File: src/rtl/crypto_irq_pkg.sv
// Package: shared constants for the crypto ready interrupt controller.
// Assumes: the clear-event vector is indexed by the positions below.
package crypto_irq_pkg;
    localparam int CRI_NUM_CLR   = 4;  // number of flag-clearing bus events
    localparam int CRI_CLR_ACK   = 0;
    localparam int CRI_CLR_RDOUT = 1;
    localparam int CRI_CLR_WRDIN = 2;
    localparam int CRI_CLR_WRKEY = 3;
    localparam int CRI_HOLD_CYC  = 1;  // clock request hold after busy falls
endpackage

File: src/rtl/cri_ready_flag.sv
// Module: cri_ready_flag
// Holds the completion flag. Priority: power-up reset, software reset,
// set, then clear. Assumes all inputs are synchronous to clk.
module cri_ready_flag #(
    parameter int NUM_CLR = 4
) (
    input  logic               clk,
    input  logic               por_n,
    input  logic               sw_rst,
    input  logic               set_i,
    input  logic [NUM_CLR-1:0] clr_i,
    output logic               flag_o
);
    logic any_clr;

    // Collapse all clear sources into one event.
    always_comb begin
        any_clr = 1'b0;
        for (int i = 0; i < NUM_CLR; i++) begin
            any_clr = any_clr | clr_i[i];
        end
    end

    // Flag register; set beats clear so that no completion is dropped.
    always_ff @(posedge clk) begin
        if (!por_n)       flag_o <= 1'b0;
        else if (sw_rst)  flag_o <= 1'b0;
        else if (set_i)   flag_o <= 1'b1;
        else if (any_clr) flag_o <= 1'b0;
    end
endmodule

File: src/rtl/cri_irq_enable.sv
// Module: cri_irq_enable
// Local interrupt enable bit, written through a strobe. Cleared only by
// power-up reset; the software reset does not reach this module.
module cri_irq_enable (
    input  logic clk,
    input  logic por_n,
    input  logic wr_i,
    input  logic wdata_i,
    output logic en_o
);
    // Enable register with write strobe.
    always_ff @(posedge clk) begin
        if (!por_n)    en_o <= 1'b0;
        else if (wr_i) en_o <= wdata_i;
    end
endmodule

File: src/rtl/cri_clk_request.sv
// Module: cri_clk_request
// Requests the main clock while the engine is busy, and for HOLD_CYC
// cycles after busy falls. Assumes busy is synchronous to clk.
module cri_clk_request #(
    parameter int HOLD_CYC = 1
) (
    input  logic clk,
    input  logic por_n,
    input  logic busy_i,
    output logic req_o
);
    generate
        if (HOLD_CYC == 0) begin : g_nohold
            // No hold stage: the request follows busy directly.
            assign req_o = busy_i;
        end else begin : g_hold
            logic [HOLD_CYC-1:0] busy_sr;

            // Shift busy history through the hold stages.
            always_ff @(posedge clk) begin
                if (!por_n) busy_sr <= '0;
                else        busy_sr <= {busy_sr[HOLD_CYC-1:0], busy_i} >> 0;
            end

            // Request is live now or from any recent busy cycle.
            assign req_o = busy_i | (|busy_sr);
        end
    endgenerate
endmodule

File: src/rtl/crypto_rdy_irq_ctrl.sv
// Module: crypto_rdy_irq_ctrl (top)
// Ready flag, interrupt request and clock request beside a cipher engine.
// Assumes one-cycle strobes for done, bus accesses and acknowledge.
module crypto_rdy_irq_ctrl
    import crypto_irq_pkg::*;
(
    input  logic clk,
    input  logic por_n,
    input  logic sw_rst,
    input  logic eng_busy,
    input  logic eng_done,
    input  logic rd_dout,
    input  logic wr_din,
    input  logic wr_key,
    input  logic irq_ack,
    input  logic ien_wr,
    input  logic ien_wdata,
    input  logic gie,
    output logic ien,
    output logic rdy_flag,
    output logic irq,
    output logic clk_req
);
    logic [CRI_NUM_CLR-1:0] clr_vec;

    // Gather the flag-clearing events into one vector.
    always_comb begin
        clr_vec                = '0;
        clr_vec[CRI_CLR_ACK]   = irq_ack;
        clr_vec[CRI_CLR_RDOUT] = rd_dout;
        clr_vec[CRI_CLR_WRDIN] = wr_din;
        clr_vec[CRI_CLR_WRKEY] = wr_key;
    end

    cri_ready_flag #(.NUM_CLR(CRI_NUM_CLR)) flag_i (
        .clk    (clk),
        .por_n  (por_n),
        .sw_rst (sw_rst),
        .set_i  (eng_done),
        .clr_i  (clr_vec),
        .flag_o (rdy_flag)
    );

    cri_irq_enable ien_i (
        .clk     (clk),
        .por_n   (por_n),
        .wr_i    (ien_wr),
        .wdata_i (ien_wdata),
        .en_o    (ien)
    );

    cri_clk_request #(.HOLD_CYC(CRI_HOLD_CYC)) creq_i (
        .clk    (clk),
        .por_n  (por_n),
        .busy_i (eng_busy),
        .req_o  (clk_req)
    );

    // Interrupt request gated by the local and global enables.
    assign irq = rdy_flag & ien & gie;
endmodule

File: config.mk
export PLATFORM = sky130hd
export DESIGN_NAME = crypto_rdy_irq_ctrl
export DESIGN_NICKNAME = d
export VERILOG_FILES = /design/src/rtl/crypto_irq_pkg.sv /design/src/rtl/cri_ready_flag.sv /design/src/rtl/cri_irq_enable.sv /design/src/rtl/cri_clk_request.sv /design/src/rtl/crypto_rdy_irq_ctrl.sv
export SDC_FILE = /design/constraint.sdc
export NUM_CORES = 1
export LEC_CHECK = 0
export ABC_AREA = 1
export BUFFER_PORTS_ARGS = -buffer_cell sky130_fd_sc_hd__buf_2
export CAP_MARGIN = 20
export CORE_AREA = 2 2 39 41
export DETAILED_ROUTE_END_ITERATION = 8
export DIE_AREA = 0 0 41 43
export GPL_TIMING_DRIVEN = 0
export SYNTH_ARGS = -nofsm -noshare
export SYNTH_HDL_FRONTEND = slang
export SYNTH_SLANG_ARGS = --single-unit
File: constraint.sdc
create_clock -name clk -period 0.8 [get_ports clk]
set_clock_uncertainty 0.15 [all_clocks]
set_input_delay 0.16 -clock clk [delete_from_list [all_inputs] [get_ports clk]]
set_output_delay 0.16 -clock clk [all_outputs]
set_load 0.1 [all_outputs]
After elaboration in Yosys (flattened, before gate mapping). Cells that the tools add are included.

Register bits: 3. Output and inout bits: 4. Word-level logic and storage cells: 14.

Muxes and demuxes: 2. Bitwise gates (word level): 7. Reductions and logical operators: 2.

Operators with widths (count): $or 1x1->1 (4); $and 1x1->1 (2); $mux 1 (2); $reduce_bool 2->1 (1); $reduce_or 2->1 (1); $not 1->1 (1).

Logic depth before layout (Yosys ltp).
Word-level depth: 5. Mapped depth: 4.

By module. From an unflattened synthesis, not the netlist that was laid out.

Cells, all modules: 25. Area, all modules: 156.4 µm².

By module, submodules not included: cri_ready_flag (cells each 10, times used 1, seq. area each 20.0 µm², area each 62.6 µm²); cri_irq_enable (cells each 6, times used 1, seq. area each 20.0 µm², area each 41.3 µm²); cri_clk_request (cells each 6, times used 1, seq. area each 20.0 µm², area each 38.8 µm²); crypto_rdy_irq_ctrl (cells each 3, times used 1, seq. area each 0.0 µm², area each 13.8 µm²).

Worst setup path after synthesis. OpenSTA, ideal clock, no wires.

Path type: register to output. Start: reg flag_i.flag_o. End: out irq. Data required time: 490 ps. Arrival: 1626 ps. Cell stages (with the launch flop): 2. Setup slack: -1136 ps. Cell sequence: dfxtp_1 -> and3_2.

Cells in the longest elaborated chain, start to end: 2.

Ends and longest elaborated chain: start, declared (line cri_ready_flag.sv:12) `output logic flag_o`; start signal, assigned (line cri_ready_flag.sv:26) `if (!por_n) flag_o <= 1'b0;`; start signal, assigned (line cri_ready_flag.sv:27) `else if (sw_rst) flag_o <= 1'b0;`; start signal, assigned (line cri_ready_flag.sv:28) `else if (set_i) flag_o <= 1'b1;`; $and 1x1->1 (2 in a row) (line crypto_rdy_irq_ctrl.sv:60) `assign irq = rdy_flag & ien & gie;`; end, declared (line crypto_rdy_irq_ctrl.sv:21) `output logic irq,`.

No other way between the ends.

Worst setup path in the final report. Same ends and word-level chain as after synthesis.

==> metrics <==
clock latency on the worst-skew pair 230 ps; Max Freq slightly above 800 MHz; Synth area leaders dfxtp_1 (42%), inv_1 (16%), nand3_2 (7.0%); Setup TNS -1920 ps; total power draw 0.000618 W; maximum VDD drop between 0.3 and 0.4 mV; Die ar. 0.00176 mm2; gp weighted congestion 0.493; CP Max Fanout 2; Antenna diodes 0; Final period util 154%; IO Pins 16; GR Util All Layers about 6%; Final min period 1230 ps; WHS -36.1 ps; Multi-input gate area 70.1 um2; P per Cell Area 1600 mW/mm2; cells after synthesis 19; Final WS setup -432 ps; core region area 0.00138 mm2; Post-Route WL between 400 and 500 um; post-synth top area share between 40% and 50%; biggest area consumer among synthesized cells dfxtp_1; final net count 55; Post-Syn Nets 31; Synth Cell Area between 100 and 150 um2; largest delay contributor family on the critical path flip-flops; Vias roughly 190; CP endpoint kind output port; Final ANT Viol Nets 0; CP cell instances and3_4, buf_12; Die X 41 um; initial drt markers 0; Crit path largest cell delay 330 ps; Worst-Margin Slew 114 ps; first-pass GRT wire length 572 um; Filler cells 159; routed vias/inst between 3 and 4; Yosys reg bits 3; Distinct cells, synth 11; status finished with violations; FP Rows 14; post-DR wirelength/cell approximately 7.3 um; most common cell after layout, fill and taps aside buf_2; Initial Utilization 10.3%; Final Cell Area between 300 and 400 um2; H-tree Lvls 1; RSZ-0062 raised after global routing true; Worst EP arrival 920 ps; slowest CP cell dfxtp_4; register area 67.6 um2; drt pass-1 iters 1; post-synthesis sequential area ratio around 42%; GR Overflow Total 0; Syn Area/Cell between 7 and 8 um2; Placed Area approximately 250 um2; Die Y 43 um; crit path kind reg2out; Worst Hold Class in2reg; CTS tree yes; clock sinks 3; antenna violations before repair 0; Static Leakage ~0.2 nW; CP required 490 ps; CP Launch Type flip-flop; vias in the first global route 174; CTS buffer count 3; CTS root buf clkbuf_4; clock buffer depth 2; max-cap viol count 0; Clock transition at path regs 40 ps; commonest cells after routing, fill and taps aside buf_2 (11), inv_1 (5), buf_12 (4), buf_6 (4), clkbuf_4 (3); failing checks hold timing, setup timing; share of layout cells above drive strength 1 73.8%; Port Buffers 15; Final Slew Violations 0; YS warnings 0; area grow syn2layout 171%; pin count of the biggest net entering global routing 4; fin util approximately 28%; Final setup viols 6; Slew headroom approximately 90%; drc violations 0; Final Hold Violating Endpoints 2; Worst Path Buf+Inv 1
registers in the layout, summed over array words and instances, names as in the netlist:
signal and cells:
flag_i.flag_o 1, ien_i.en_o 1, creq_i.g_hold.busy_sr 1
routing by layer:
layer | vias up | global-route usage [%] | part of all wire [%]
met5 | - | 0 | 0
met4 | 0 | 10.0 | 0
met3 | 0 | 4.71 | 14
met2 | 9 | 9.38 | 58
met1 | 82 | 2.24 | 28
li1 | 102 | - | -
cell usage after synthesis:
cell	number
inv_1	6
dfxtp_1	3
nand2_1	2
a21oi_1	1
a21oi_2	1
and3_2	1
nand3_2	1
nor2_1	1
nor2_2	1
o21ai_0	1
or2_2	1
logic make-up after synthesis:
kind of cell           Yosys count  share of synthesized area, %
buffers and inverters            6                          15.8
AOI/OAI and AO/OA                3                          13.2
DFF                              3                          42.1
and+or+nand+nor                  7                          29.0
per-stage QoR:
| step | std cells | setup WS [ps] |
|---|---|---|
| floorplan | 19 | -467 |
| global placement | 50 | -415 |
| detailed placement | 50 | -423 |
| CTS | 57 | -448 |
| global route | 58 | -463 |
| finish | 58 | -432 |
area by class of cell:
class / instances / share of cell area, %
repair buffers: 19 / 46.6
multi-input cells: 10 / 18.1
flip-flops and latches: 3 / 17.5
clock buffers: 4 / 6.80
inverters: 6 / 5.83
well taps: 16 / 5.18
worst paths after layout:
kind,from,to,slack (ps),cells after the start
worst max-delay path,flag_i.flag_o,irq,-430,2
worst min-delay path,ien_wr,ien_i.en_o,-40,2
worst max register to register,flag_i.flag_o,flag_i.flag_o,-220,6
worst min register to register,ien_i.en_o,ien_i.en_o,540,4
worst register-to-register path, delay by kind of cell (launching register included):
kind	cells	cell delay, ps
flops	1	330
buf+inv	3	200
compound gates	1	100
simple gates	2	150
report_power, final:
group,switching (W),internal (W),leakage (nW),total (W)
sequential,0.00000440,0.000156,0.0262,0.000160
combinational,0.000104,0.0000864,0.155,0.000191
clock,0.0000797,0.000187,0.0150,0.000267
what timing repair did:
| item | CTS | global route |
|---|---|---|
| hold endpoints to repair | 2 | 2 |
| setup buffers | 3 | 1 |
| pin swaps | 2 | 0 |
| endpoints found under the setup margin | 6 | 6 |
| resized for setup | 21 | 1 |
Power figures use the tool's default switching activity.
